==> config.mk <==
export PLATFORM = sky130hd
export DESIGN_NAME = vrt_lpm_pipe
export DESIGN_NICKNAME = d
export VERILOG_FILES = /design/src/rtl/vrt_lpm_pkg.sv /design/src/rtl/vrt_lpm_stage.sv /design/src/rtl/vrt_lpm_nh.sv /design/src/rtl/vrt_lpm_pipe.sv
export SDC_FILE = /design/constraint.sdc
export NUM_CORES = 2
export LEC_CHECK = 0
export ABC_AREA = 1
export BUFFER_PORTS_ARGS = -buffer_cell sky130_fd_sc_hd__buf_2
export CORE_ASPECT_RATIO = 2
export CORE_MARGIN = 4
export CORE_UTILIZATION = 30
export CTS_BUF_LIST = sky130_fd_sc_hd__clkbuf_4 sky130_fd_sc_hd__clkbuf_8
export DETAILED_ROUTE_END_ITERATION = 10
export HOLD_SLACK_MARGIN = 0.1
export SETUP_SLACK_MARGIN = 0.02
export SYNTH_ARGS = -nofsm -noshare
export SYNTH_HDL_FRONTEND = slang
export SYNTH_SLANG_ARGS = --single-unit
==> constraint.sdc <==
create_clock -name clk -period 46.9 [get_ports clk]
set_input_delay 7.035 -clock clk [delete_from_list [all_inputs] [get_ports clk]]
set_output_delay 7.035 -clock clk [all_outputs]
set_load 0.05 [all_outputs]
==> src/rtl/vrt_lpm_pkg.sv <==
package vrt_lpm_pkg;
  typedef enum logic [1:0] {
    SLOT_IDLE   = 2'd0,
    SLOT_LOOKUP = 2'd1,
    SLOT_WRITE  = 2'd2
  } slot_kind_e;
endpackage

==> src/rtl/vrt_lpm_stage.sv <==
module vrt_lpm_stage
  import vrt_lpm_pkg::*;
#(
  parameter int STAGE    = 0,
  parameter int N_TABLES = 4,
  parameter int ADDR_W   = 8,
  parameter int NODE_AW  = 4,
  parameter int NH_AW    = 6,
  parameter int DATA_W   = 20,
  parameter int STG_W    = 4,
  parameter int WA_W     = 6,
  parameter int TID_W    = 2
) (
  input  logic              clk,
  input  logic              rst_n,
  input  logic              en,
  input  slot_kind_e        in_kind,
  input  logic [TID_W-1:0]  in_tid,
  input  logic [ADDR_W-1:0] in_addr,
  input  logic [NODE_AW-1:0] in_node,
  input  logic              in_act,
  input  logic              in_hit,
  input  logic [NH_AW-1:0]  in_base,
  input  logic [STG_W-1:0]  in_wstage,
  input  logic [WA_W-1:0]   in_waddr,
  input  logic [DATA_W-1:0] in_wdata,
  output slot_kind_e        out_kind,
  output logic [TID_W-1:0]  out_tid,
  output logic [ADDR_W-1:0] out_addr,
  output logic [NODE_AW-1:0] out_node,
  output logic              out_act,
  output logic              out_hit,
  output logic [NH_AW-1:0]  out_base,
  output logic [STG_W-1:0]  out_wstage,
  output logic [WA_W-1:0]   out_waddr,
  output logic [DATA_W-1:0] out_wdata
);
  localparam int DEPTH    = 1 << NODE_AW;
  localparam int R_OFF    = NODE_AW;
  localparam int LV_BIT   = 2 * NODE_AW;
  localparam int RV_BIT   = LV_BIT + 1;
  localparam int BM_OFF   = RV_BIT + 1;
  localparam int BASE_OFF = BM_OFF + N_TABLES;
  localparam int NODE_W   = BASE_OFF + NH_AW;
  localparam int ABIT     = ADDR_W - 1 - STAGE;

  logic [NODE_W-1:0] node_mem [DEPTH];
  logic [NODE_W-1:0] word;
  logic [N_TABLES-1:0] bmap;
  logic              go_right;
  logic              child_ok;
  logic [NODE_AW-1:0] child_idx;
  logic              wr_hit;

  logic              nx_act;
  logic              nx_hit;
  logic [NH_AW-1:0]  nx_base;
  logic [NODE_AW-1:0] nx_node;

  assign word      = node_mem[in_node];
  assign bmap      = word[BM_OFF +: N_TABLES];
  assign go_right  = in_addr[ABIT];
  assign child_ok  = go_right ? word[RV_BIT] : word[LV_BIT];
  assign child_idx = go_right ? word[R_OFF +: NODE_AW] : word[0 +: NODE_AW];
  assign wr_hit    = en && (in_kind == SLOT_WRITE) && (in_wstage == STG_W'(STAGE));

  always_comb begin
    nx_act  = in_act;
    nx_hit  = in_hit;
    nx_base = in_base;
    nx_node = '0;
    if (in_kind == SLOT_LOOKUP && in_act) begin
      if (bmap[in_tid]) begin
        nx_hit  = 1'b1;
        nx_base = word[BASE_OFF +: NH_AW];
      end
      if (child_ok) begin
        nx_node = child_idx;
      end else begin
        nx_act  = 1'b0;
      end
    end
  end

  always_ff @(posedge clk or negedge rst_n) begin
    if (!rst_n) begin
      out_kind <= SLOT_IDLE;
    end else if (en) begin
      out_kind <= in_kind;
    end
  end

  always_ff @(posedge clk) begin
    if (en) begin
      out_tid    <= in_tid;
      out_addr   <= in_addr;
      out_node   <= nx_node;
      out_act    <= nx_act;
      out_hit    <= nx_hit;
      out_base   <= nx_base;
      out_wstage <= in_wstage;
      out_waddr  <= in_waddr;
      out_wdata  <= in_wdata;
    end
  end

  always_ff @(posedge clk) begin
    if (wr_hit) begin
      node_mem[in_waddr[NODE_AW-1:0]] <= in_wdata[NODE_W-1:0];
    end
  end

  AST_STOP_STICKY: assert property (@(posedge clk) disable iff (!rst_n)
    (en && in_kind == SLOT_LOOKUP && !in_act) |=> (out_kind == SLOT_LOOKUP && !out_act));
  AST_HIT_STICKY: assert property (@(posedge clk) disable iff (!rst_n)
    (en && in_kind == SLOT_LOOKUP && in_hit) |=> out_hit);
endmodule

==> src/rtl/vrt_lpm_nh.sv <==
module vrt_lpm_nh
  import vrt_lpm_pkg::*;
#(
  parameter int LEVELS = 8,
  parameter int NH_AW  = 6,
  parameter int NH_W   = 8,
  parameter int STG_W  = 4,
  parameter int TID_W  = 2
) (
  input  logic             clk,
  input  logic             rst_n,
  input  logic             en,
  input  slot_kind_e       in_kind,
  input  logic [TID_W-1:0] in_tid,
  input  logic             in_hit,
  input  logic [NH_AW-1:0] in_base,
  input  logic [STG_W-1:0] in_wstage,
  input  logic [NH_AW-1:0] in_waddr,
  input  logic [NH_W-1:0]  in_wdata,
  output logic             rsp_valid,
  output logic             rsp_hit,
  output logic [NH_W-1:0]  rsp_nexthop
);
  localparam int DEPTH = 1 << NH_AW;

  logic [NH_W-1:0]  nh_mem [DEPTH];
  logic [NH_AW-1:0] rd_idx;
  logic [NH_W-1:0]  nx_nh;
  logic             wr_hit;

  assign rd_idx = in_base + NH_AW'(in_tid);
  assign nx_nh  = in_hit ? nh_mem[rd_idx] : '0;
  assign wr_hit = en && (in_kind == SLOT_WRITE) && (in_wstage == STG_W'(LEVELS));

  always_ff @(posedge clk or negedge rst_n) begin
    if (!rst_n) begin
      rsp_valid <= 1'b0;
    end else if (en) begin
      rsp_valid <= (in_kind == SLOT_LOOKUP);
    end
  end

  always_ff @(posedge clk) begin
    if (en && in_kind == SLOT_LOOKUP) begin
      rsp_hit     <= in_hit;
      rsp_nexthop <= nx_nh;
    end
  end

  always_ff @(posedge clk) begin
    if (wr_hit) begin
      nh_mem[in_waddr] <= in_wdata;
    end
  end

  AST_MISS_ZERO: assert property (@(posedge clk) disable iff (!rst_n)
    (rsp_valid && !rsp_hit) |-> (rsp_nexthop == '0));
endmodule

==> src/rtl/vrt_lpm_pipe.sv <==
module vrt_lpm_pipe
  import vrt_lpm_pkg::*;
#(
  parameter int N_TABLES = 4,
  parameter int LEVELS   = 8,
  parameter int ADDR_W   = 8,
  parameter int NODE_AW  = 4,
  parameter int NH_AW    = 6,
  parameter int NH_W     = 8,
  localparam int TID_W   = $clog2(N_TABLES),
  localparam int NODE_W  = 2 * NODE_AW + 2 + N_TABLES + NH_AW,
  localparam int DATA_W  = (NODE_W > NH_W) ? NODE_W : NH_W,
  localparam int STG_W   = $clog2(LEVELS + 1),
  localparam int WA_W    = (NODE_AW > NH_AW) ? NODE_AW : NH_AW
) (
  input  logic              clk,
  input  logic              rst_n,
  input  logic              lkp_valid,
  output logic              lkp_ready,
  input  logic [TID_W-1:0]  lkp_table,
  input  logic [ADDR_W-1:0] lkp_addr,
  input  logic              upd_valid,
  output logic              upd_ready,
  input  logic [STG_W-1:0]  upd_stage,
  input  logic [WA_W-1:0]   upd_index,
  input  logic [DATA_W-1:0] upd_data,
  output logic              rsp_valid,
  input  logic              rsp_ready,
  output logic              rsp_hit,
  output logic [NH_W-1:0]   rsp_nexthop
);
  logic [1:0] rst_sync;
  logic       rst_q_n;

  always_ff @(posedge clk or negedge rst_n) begin
    if (!rst_n) begin
      rst_sync <= 2'b00;
    end else begin
      rst_sync <= {rst_sync[0], 1'b1};
    end
  end
  assign rst_q_n = rst_sync[1];

  slot_kind_e         p_kind   [LEVELS+1];
  logic [TID_W-1:0]   p_tid    [LEVELS+1];
  logic [ADDR_W-1:0]  p_addr   [LEVELS+1];
  logic [NODE_AW-1:0] p_node   [LEVELS+1];
  logic               p_act    [LEVELS+1];
  logic               p_hit    [LEVELS+1];
  logic [NH_AW-1:0]   p_base   [LEVELS+1];
  logic [STG_W-1:0]   p_wstage [LEVELS+1];
  logic [WA_W-1:0]    p_waddr  [LEVELS+1];
  logic [DATA_W-1:0]  p_wdata  [LEVELS+1];

  logic       adv;
  slot_kind_e in_kind_nx;

  assign adv       = !rsp_valid || rsp_ready;
  assign upd_ready = adv;
  assign lkp_ready = adv && !upd_valid;

  always_comb begin
    if (upd_valid)      in_kind_nx = SLOT_WRITE;
    else if (lkp_valid) in_kind_nx = SLOT_LOOKUP;
    else                in_kind_nx = SLOT_IDLE;
  end

  always_ff @(posedge clk or negedge rst_q_n) begin
    if (!rst_q_n) begin
      p_kind[0] <= SLOT_IDLE;
    end else if (adv) begin
      p_kind[0] <= in_kind_nx;
    end
  end

  always_ff @(posedge clk) begin
    if (adv) begin
      p_tid[0]    <= lkp_table;
      p_addr[0]   <= lkp_addr;
      p_node[0]   <= '0;
      p_act[0]    <= 1'b1;
      p_hit[0]    <= 1'b0;
      p_base[0]   <= '0;
      p_wstage[0] <= upd_stage;
      p_waddr[0]  <= upd_index;
      p_wdata[0]  <= upd_data;
    end
  end

  for (genvar s = 0; s < LEVELS; s++) begin : g_level
    vrt_lpm_stage #(
      .STAGE(s), .N_TABLES(N_TABLES), .ADDR_W(ADDR_W), .NODE_AW(NODE_AW),
      .NH_AW(NH_AW), .DATA_W(DATA_W), .STG_W(STG_W), .WA_W(WA_W), .TID_W(TID_W)
    ) u_stage (
      .clk        (clk),
      .rst_n      (rst_q_n),
      .en         (adv),
      .in_kind    (p_kind[s]),
      .in_tid     (p_tid[s]),
      .in_addr    (p_addr[s]),
      .in_node    (p_node[s]),
      .in_act     (p_act[s]),
      .in_hit     (p_hit[s]),
      .in_base    (p_base[s]),
      .in_wstage  (p_wstage[s]),
      .in_waddr   (p_waddr[s]),
      .in_wdata   (p_wdata[s]),
      .out_kind   (p_kind[s+1]),
      .out_tid    (p_tid[s+1]),
      .out_addr   (p_addr[s+1]),
      .out_node   (p_node[s+1]),
      .out_act    (p_act[s+1]),
      .out_hit    (p_hit[s+1]),
      .out_base   (p_base[s+1]),
      .out_wstage (p_wstage[s+1]),
      .out_waddr  (p_waddr[s+1]),
      .out_wdata  (p_wdata[s+1])
    );
  end

  vrt_lpm_nh #(
    .LEVELS(LEVELS), .NH_AW(NH_AW), .NH_W(NH_W), .STG_W(STG_W), .TID_W(TID_W)
  ) u_nh (
    .clk         (clk),
    .rst_n       (rst_q_n),
    .en          (adv),
    .in_kind     (p_kind[LEVELS]),
    .in_tid      (p_tid[LEVELS]),
    .in_hit      (p_hit[LEVELS]),
    .in_base     (p_base[LEVELS]),
    .in_wstage   (p_wstage[LEVELS]),
    .in_waddr    (p_waddr[LEVELS][NH_AW-1:0]),
    .in_wdata    (p_wdata[LEVELS][NH_W-1:0]),
    .rsp_valid   (rsp_valid),
    .rsp_hit     (rsp_hit),
    .rsp_nexthop (rsp_nexthop)
  );

  AST_ONE_SLOT: assert property (@(posedge clk) disable iff (!rst_q_n)
    (upd_valid && upd_ready) |-> !(lkp_valid && lkp_ready));
  AST_OUT_HOLD: assert property (@(posedge clk) disable iff (!rst_q_n)
    (rsp_valid && !rsp_ready) |=> (rsp_valid && $stable(rsp_nexthop) && $stable(rsp_hit)));
  AST_BUBBLE_SILENT: assert property (@(posedge clk) disable iff (!rst_q_n)
    (adv && p_kind[LEVELS] == SLOT_WRITE) |=> !rsp_valid);
endmodule

# --- Yosys cells after proc, flatten, opt, wreduce, memory -nomap -nowiden ---
# Memory sizes are Yosys's and may differ from the RTL's. A register that Yosys moved wholly into a read port is not among the register bits.
# Cells that the tools add are included.
# Widths: inputs -> output; s select.
totals:
  rom_bits: 0
  ram_bits: 3072
  latch_bits: 0
  mem_count: 9
  word_cells: 275
  output_inout_bits: 12
  ff_bits: 424
  input_bits: 45
op_classes:
  mul: 0
  eq_ne: 26
  n_addsub: 1
  shift: 0
  n_bitwise: 0
  n_reduce_logical: 40
  div_mod_pow: 0
  muxes: 106
  order_cmp: 8
memory_table:
  columns: ["name", "depth", "width", "read_ports", "rd_clocked_by_memory_dff", "wr", "line", "source"]
  rows:
  - ["u_nh.nh_mem", 64, 8, 1, 1, 1, "vrt_lpm_nh.sv:26", "logic [NH_W-1:0] nh_mem [DEPTH];"]
  - ["g_level[0].u_stage.node_mem", 16, 20, 1, 0, 1, "vrt_lpm_stage.sv:47", "logic [NODE_W-1:0] node_mem [DEPTH];"]
  - ["g_level[1].u_stage.node_mem", 16, 20, 1, 1, 1, "vrt_lpm_stage.sv:47", null]
  - ["g_level[2].u_stage.node_mem", 16, 20, 1, 1, 1, "vrt_lpm_stage.sv:47", null]
  - ["g_level[3].u_stage.node_mem", 16, 20, 1, 1, 1, "vrt_lpm_stage.sv:47", null]
  - ["g_level[4].u_stage.node_mem", 16, 20, 1, 1, 1, "vrt_lpm_stage.sv:47", null]
  - ["+3 memories", null, null, null, null, null, null, null]
op_table:
  columns: ["cell", "count"]
  rows:
  - ["$mux 4", 21]
  - ["$mux 6", 14]
  - ["$mux 1", 62]
  - ["$logic_and 1x1->1", 27]
  - ["$lt 2x3->1 const B", 8]
  - ["$eq 2x1->1 const B", 9]
  - ["$eq 2x2->1 const B", 9]
  - ["$bmux 1 s2", 8]
  - ["$eq 4x3->1 const B", 4]
  - ["$reduce_and 2->1", 8]
  - ["$eq 4x2->1 const B", 2]
  - ["$add 6x2->6", 1]
  - ["$eq 4x1->1 const B", 1]
  - ["$eq 4x4->1 const B", 1]
  - ["$logic_not 4->1", 1]
  - ["$logic_not 1->1", 3]
  - ["$mux 2", 1]
  - ["$logic_or 1x1->1", 1]

# --- Longest topological paths before layout ---
logic_depth:
  ltp_word: 6
  depth_mapped: 14
  depth_no_buf: 12

# --- Modules after synthesis ---
# From an unflattened synthesis, not the netlist that was laid out.
hier_totals:
  cells_unflattened: 10423
  hier_area_um2: 139388.7
modules_own_cells:
  columns: ["mod", "seq_area_each_um2", "area_each_um2", "n_inst", "cells_per_inst"]
  rows:
  - ["vrt_lpm_stage (g_level[1].u_stage ...)", 11220.8, 14502.7, 2, 1042]
  - ["vrt_lpm_stage (g_level[5].u_stage ...)", 11220.8, 14502.7, 2, 1043]
  - ["vrt_lpm_nh", 15670.0, 22028.6, 1, 2029]
  - ["vrt_lpm_stage (g_level[7].u_stage)", 11220.8, 14505.2, 1, 1043]
  - ["vrt_lpm_stage (g_level[0].u_stage)", 11220.8, 14501.4, 1, 1040]
  - ["vrt_lpm_stage (g_level[3].u_stage)", 11220.8, 14496.4, 1, 1041]
  - ["vrt_lpm_stage (g_level[4].u_stage)", 11220.8, 14490.1, 1, 1043]
  - ["vrt_lpm_pipe", 1301.2, 1356.3, 1, 57]

# --- Worst setup path before layout ---
# Ideal clock, no wire load.
synth_timing:
  kind: "input-to-output"
  from: "in rsp_ready"
  to: "out upd_ready"
  setup_slack_ns: 21.338
  path_buffers: 2
  required_ns: 39.865
  stages: 4
  arrival_time_ns: 18.527
  cell_sequence: "nor2_2 -> inv_1 -> buf_2 -> buf_1"
synth_between:
  elab_chain_cells: 1
synth_rtl:
  columns: ["element", "line", "source"]
  rows:
  - ["from (decl)", "vrt_lpm_pipe.sv:28", "input logic rsp_ready,"]
  - ["$logic_or 1x1->1", "vrt_lpm_pipe.sv:58", "assign adv = !rsp_valid || rsp_ready;"]
  - ["to (decl)", "vrt_lpm_pipe.sv:23", "output logic upd_ready,"]
# Every way passes these cells.

# --- Worst setup path after layout ---
# Same ends and word-level chain as after synthesis.

==> run metrics <==
ys async rst share 0.00686; Final Setup Violations 0; worst vdd ir 0.0000832 V; post-detailed-routing wire length 304 mm; dominant cell type by area after synthesis edfxtp_1; Synth Warn # 0; switching power total 0.00276 W; largest net degree at the start of global routing 145; post-route cell area 134000 um^2; Die H 899 um; max incr delay on CP 450 ps; Final Max Slew Viols 0; postcts setup bufs 0; Ports 57; Fmax achieved 0.0658 GHz; vias in the first global route 70919; predominant post-synthesis flop cell edfxtp_1; CTS tree built; Top cell by count, worst path buf_2; RePlAce Congestion 0.852; final count of hold timing violations 0; core area 396000 um^2; syn_area_per_cell 13.1 um^2; via count 71573; most frequent cell after synthesis edfxtp_1; Max-Cap Viols 0; min Tclk post-route 15200 ps; CTS Buf Count 434; grt ovf 0; Port-buffer cells 55; Layout Nets 9270; share of the synthesized area in the top cell type 0.760; clk_lat worst skew 1060 ps; period utilisation layout 0.324; Int Power 0.00511 W; H-tree depth 5; Reg power frac 0.501; DP Area 125000 um^2; register area share after synthesis 0.769; Post-synth EDFFs 3014; Top delay family on crit path buffers and inverters; #FFs+latches synth 3063; Pleak 44.2 nW; setup TNS 0 ps; hold_ws 199 ps; hold buffer count at cts 0; share of cells above drive strength 1 0.111; Max Root-Sink Buffers 4; RSZ-0062 raised after global routing false; Crit Path Max Fanout 20; Unique masters post-synth 40; Rel. slew slack 0.212; Area Overhead vs Synth 12.2%; Total GRT Usage 0.144; CP Cell Sequence buf_2 -> nor2_4 -> inv_8 -> buf_2; Post-route DRC 0; Clock Skews 117 ps; Crit Path Category input port to output port; Clock power frac 0.261; Least-Margin Pin Slew 1180 ps; Die W 453 um; Clock Sink Count 3063; Min-Delay Path Class flip-flop to async pin; initial antenna violation count 3; Initial Util 0.301; DR iter-0 viols 5244; syn_nets 9117; TritonRoute pass-1 iters 6; Pwr Density 58.9 nW/um^2; Root Buffer clkbuf_8; required time worst endpoint 39870 ps; WL/cell 20.5 um; Worst setup SP type input port; first-pass GRT wire length 446 mm; DPL Wire Length 185 mm; Die ar. 408000 um^2; Synth Cell Area 119000 um^2; crit path buf inv count 3; FP Rows 327; Final ANT Viol Nets 0; vias per cell 4.82; Post-Syn Instances 9069; Sw Ratio 0.351; Comb power frac 0.238; dominant cells by area after synthesis edfxtp_1 (76%), nor2_1 (5.0%), o21ai_0 (4.3%); clk slew on worst S/H paths 60 ps; post_cts resized 0; CP Capture Type output port; CP max stage cell nor2_4; status complete, no violations; crit path DAT 8170 ps; synth cell count leaders edfxtp_1 (3014), nor2_1 (1597), nand2_1 (1229), o21ai_0 (1013), nand3_1 (840)
cell usage in the layout (no fill, tap or decap), types with 12 or more instances in the layout:
master	count
edfxtp_1	3014
clkbuf_8	447
inv_1	122
o211ai_1	312
o21ai_1	81
nor2_1	1501
nand3_1	840
clkinv_1	116
dfxtp_4	12
clkbuf_4	138
bufinv_16	12
nand4_1	25
o22ai_1	168
nand2_1	1229
buf_2	55
buf_4	187
a21oi_1	25
dfrtp_1	21
o21ai_0	1013
clkinv_2	49
nor2_2	100
cell type report:
| class | instances | area, um^2 |
|---|---|---|
| Antenna cell | 3 | 7.51 |
| Timing Repair Buffer | 244 | 1720 |
| Tap cell | 5264 | 6590 |
| Clock buffer | 585 | 7190 |
| Fill cell | 38696 | 262000 |
| Clock inverter | 197 | 1270 |
| Inverter | 139 | 552 |
| Sequential cell | 3063 | 91600 |
| Multi-Input combinational cell | 5340 | 24600 |
sequential cells by signal (all words and copies together) (netlist names), 4 cells and up, named ones only:
signal	count
g_level.u_stage.out_kind	16
p_waddr	6
u_nh.rsp_nexthop	8
u_nh.nh_mem	512
p_wstage	4
g_level.u_stage.out_hit	8
p_wdata	20
g_level.u_stage.out_wstage	32
p_addr	7
g_level.u_stage.node_mem	2100
g_level.u_stage.out_addr	21
g_level.u_stage.out_act	7
g_level.u_stage.out_waddr	48
g_level.u_stage.out_node	28
g_level.u_stage.out_wdata	146
g_level.u_stage.out_tid	16
g_level.u_stage.out_base	48
routing by layer:
| metal | track usage | wire, um | up-vias |
|---|---|---|---|
| met1 | 0.142 | 102000 | 35553 |
| met5 | 0 | 0 | - |
| li1 | - | - | 33314 |
| met4 | 0.0801 | 18200 | 0 |
| met3 | 0.0185 | 12700 | 690 |
| met2 | 0.284 | 171000 | 2016 |
cell families (layout without fill, tap and decap cells):
| group | Yosys count | in the layout | share of synthesized area |
|---|---|---|---|
| AO/OA/AOI/OAI | 1600 | 1600 | 0.0756 |
| XOR/XNOR | 3 | 3 | 0.000284 |
| adder cells (fa/ha/maj) | 3 | 3 | 0.000378 |
| buffers and inverters | 666 | 1165 | 0.0264 |
| flip-flops | 3063 | 3063 | 0.769 |
| other | 1 | 4 | 0.0000315 |
| AND/OR/NAND/NOR | 3733 | 3733 | 0.128 |
metrics by stage:
stage	util	total power [W]	std cells	setup slack, ps
final	0.337	0.00787	14835	31700
after global routing	0.337	0.00826	14835	31650
after CTS	0.337	0.00795	14832	31710
after detailed placement	0.316	0.00590	14050	31710
after global placement	0.316	0.00586	14050	31710
after floorplan	-	0.00509	9069	21340
worst register-to-register path, delay by kind of cell (launching register included):
kind | cells | cell delay [ps]
simple gates | 7 | 1650
flops | 1 | 480
buf+inv | 6 | 2600
power by group through the flow:
stage	combinational [W]	clock, W	sequential (W)
3_3_place_gp	0.00186	0	0.00400
4_1_cts	0.00189	0.00211	0.00395
2_1_floorplan	0.00124	0	0.00385
5_1_grt	0.00205	0.00223	0.00398
3_5_place_dp	0.00189	0	0.00401
6_report	0.00187	0.00206	0.00395
worst paths after layout:
check / start / to / cells past startpoint / slack (ps)
max: rsp_ready / upd_ready / 4 / 31700
min: rst_sync[1] / g_level[3].u_stage.out_kind[1] / 1 / 200
max reg2reg: u_nh.rsp_valid / g_level[6].u_stage.node_mem[13][9] / 13 / 41730
min reg2reg: rst_sync[1] / g_level[3].u_stage.out_kind[1] / 1 / 200
max in group asynchronous: rst_n / rst_sync[0] / 1 / 40990
min in group clk: rst_sync[0] / rst_sync[1] / 0 / 350
Note: power is estimated with default switching activity, not from simulation.
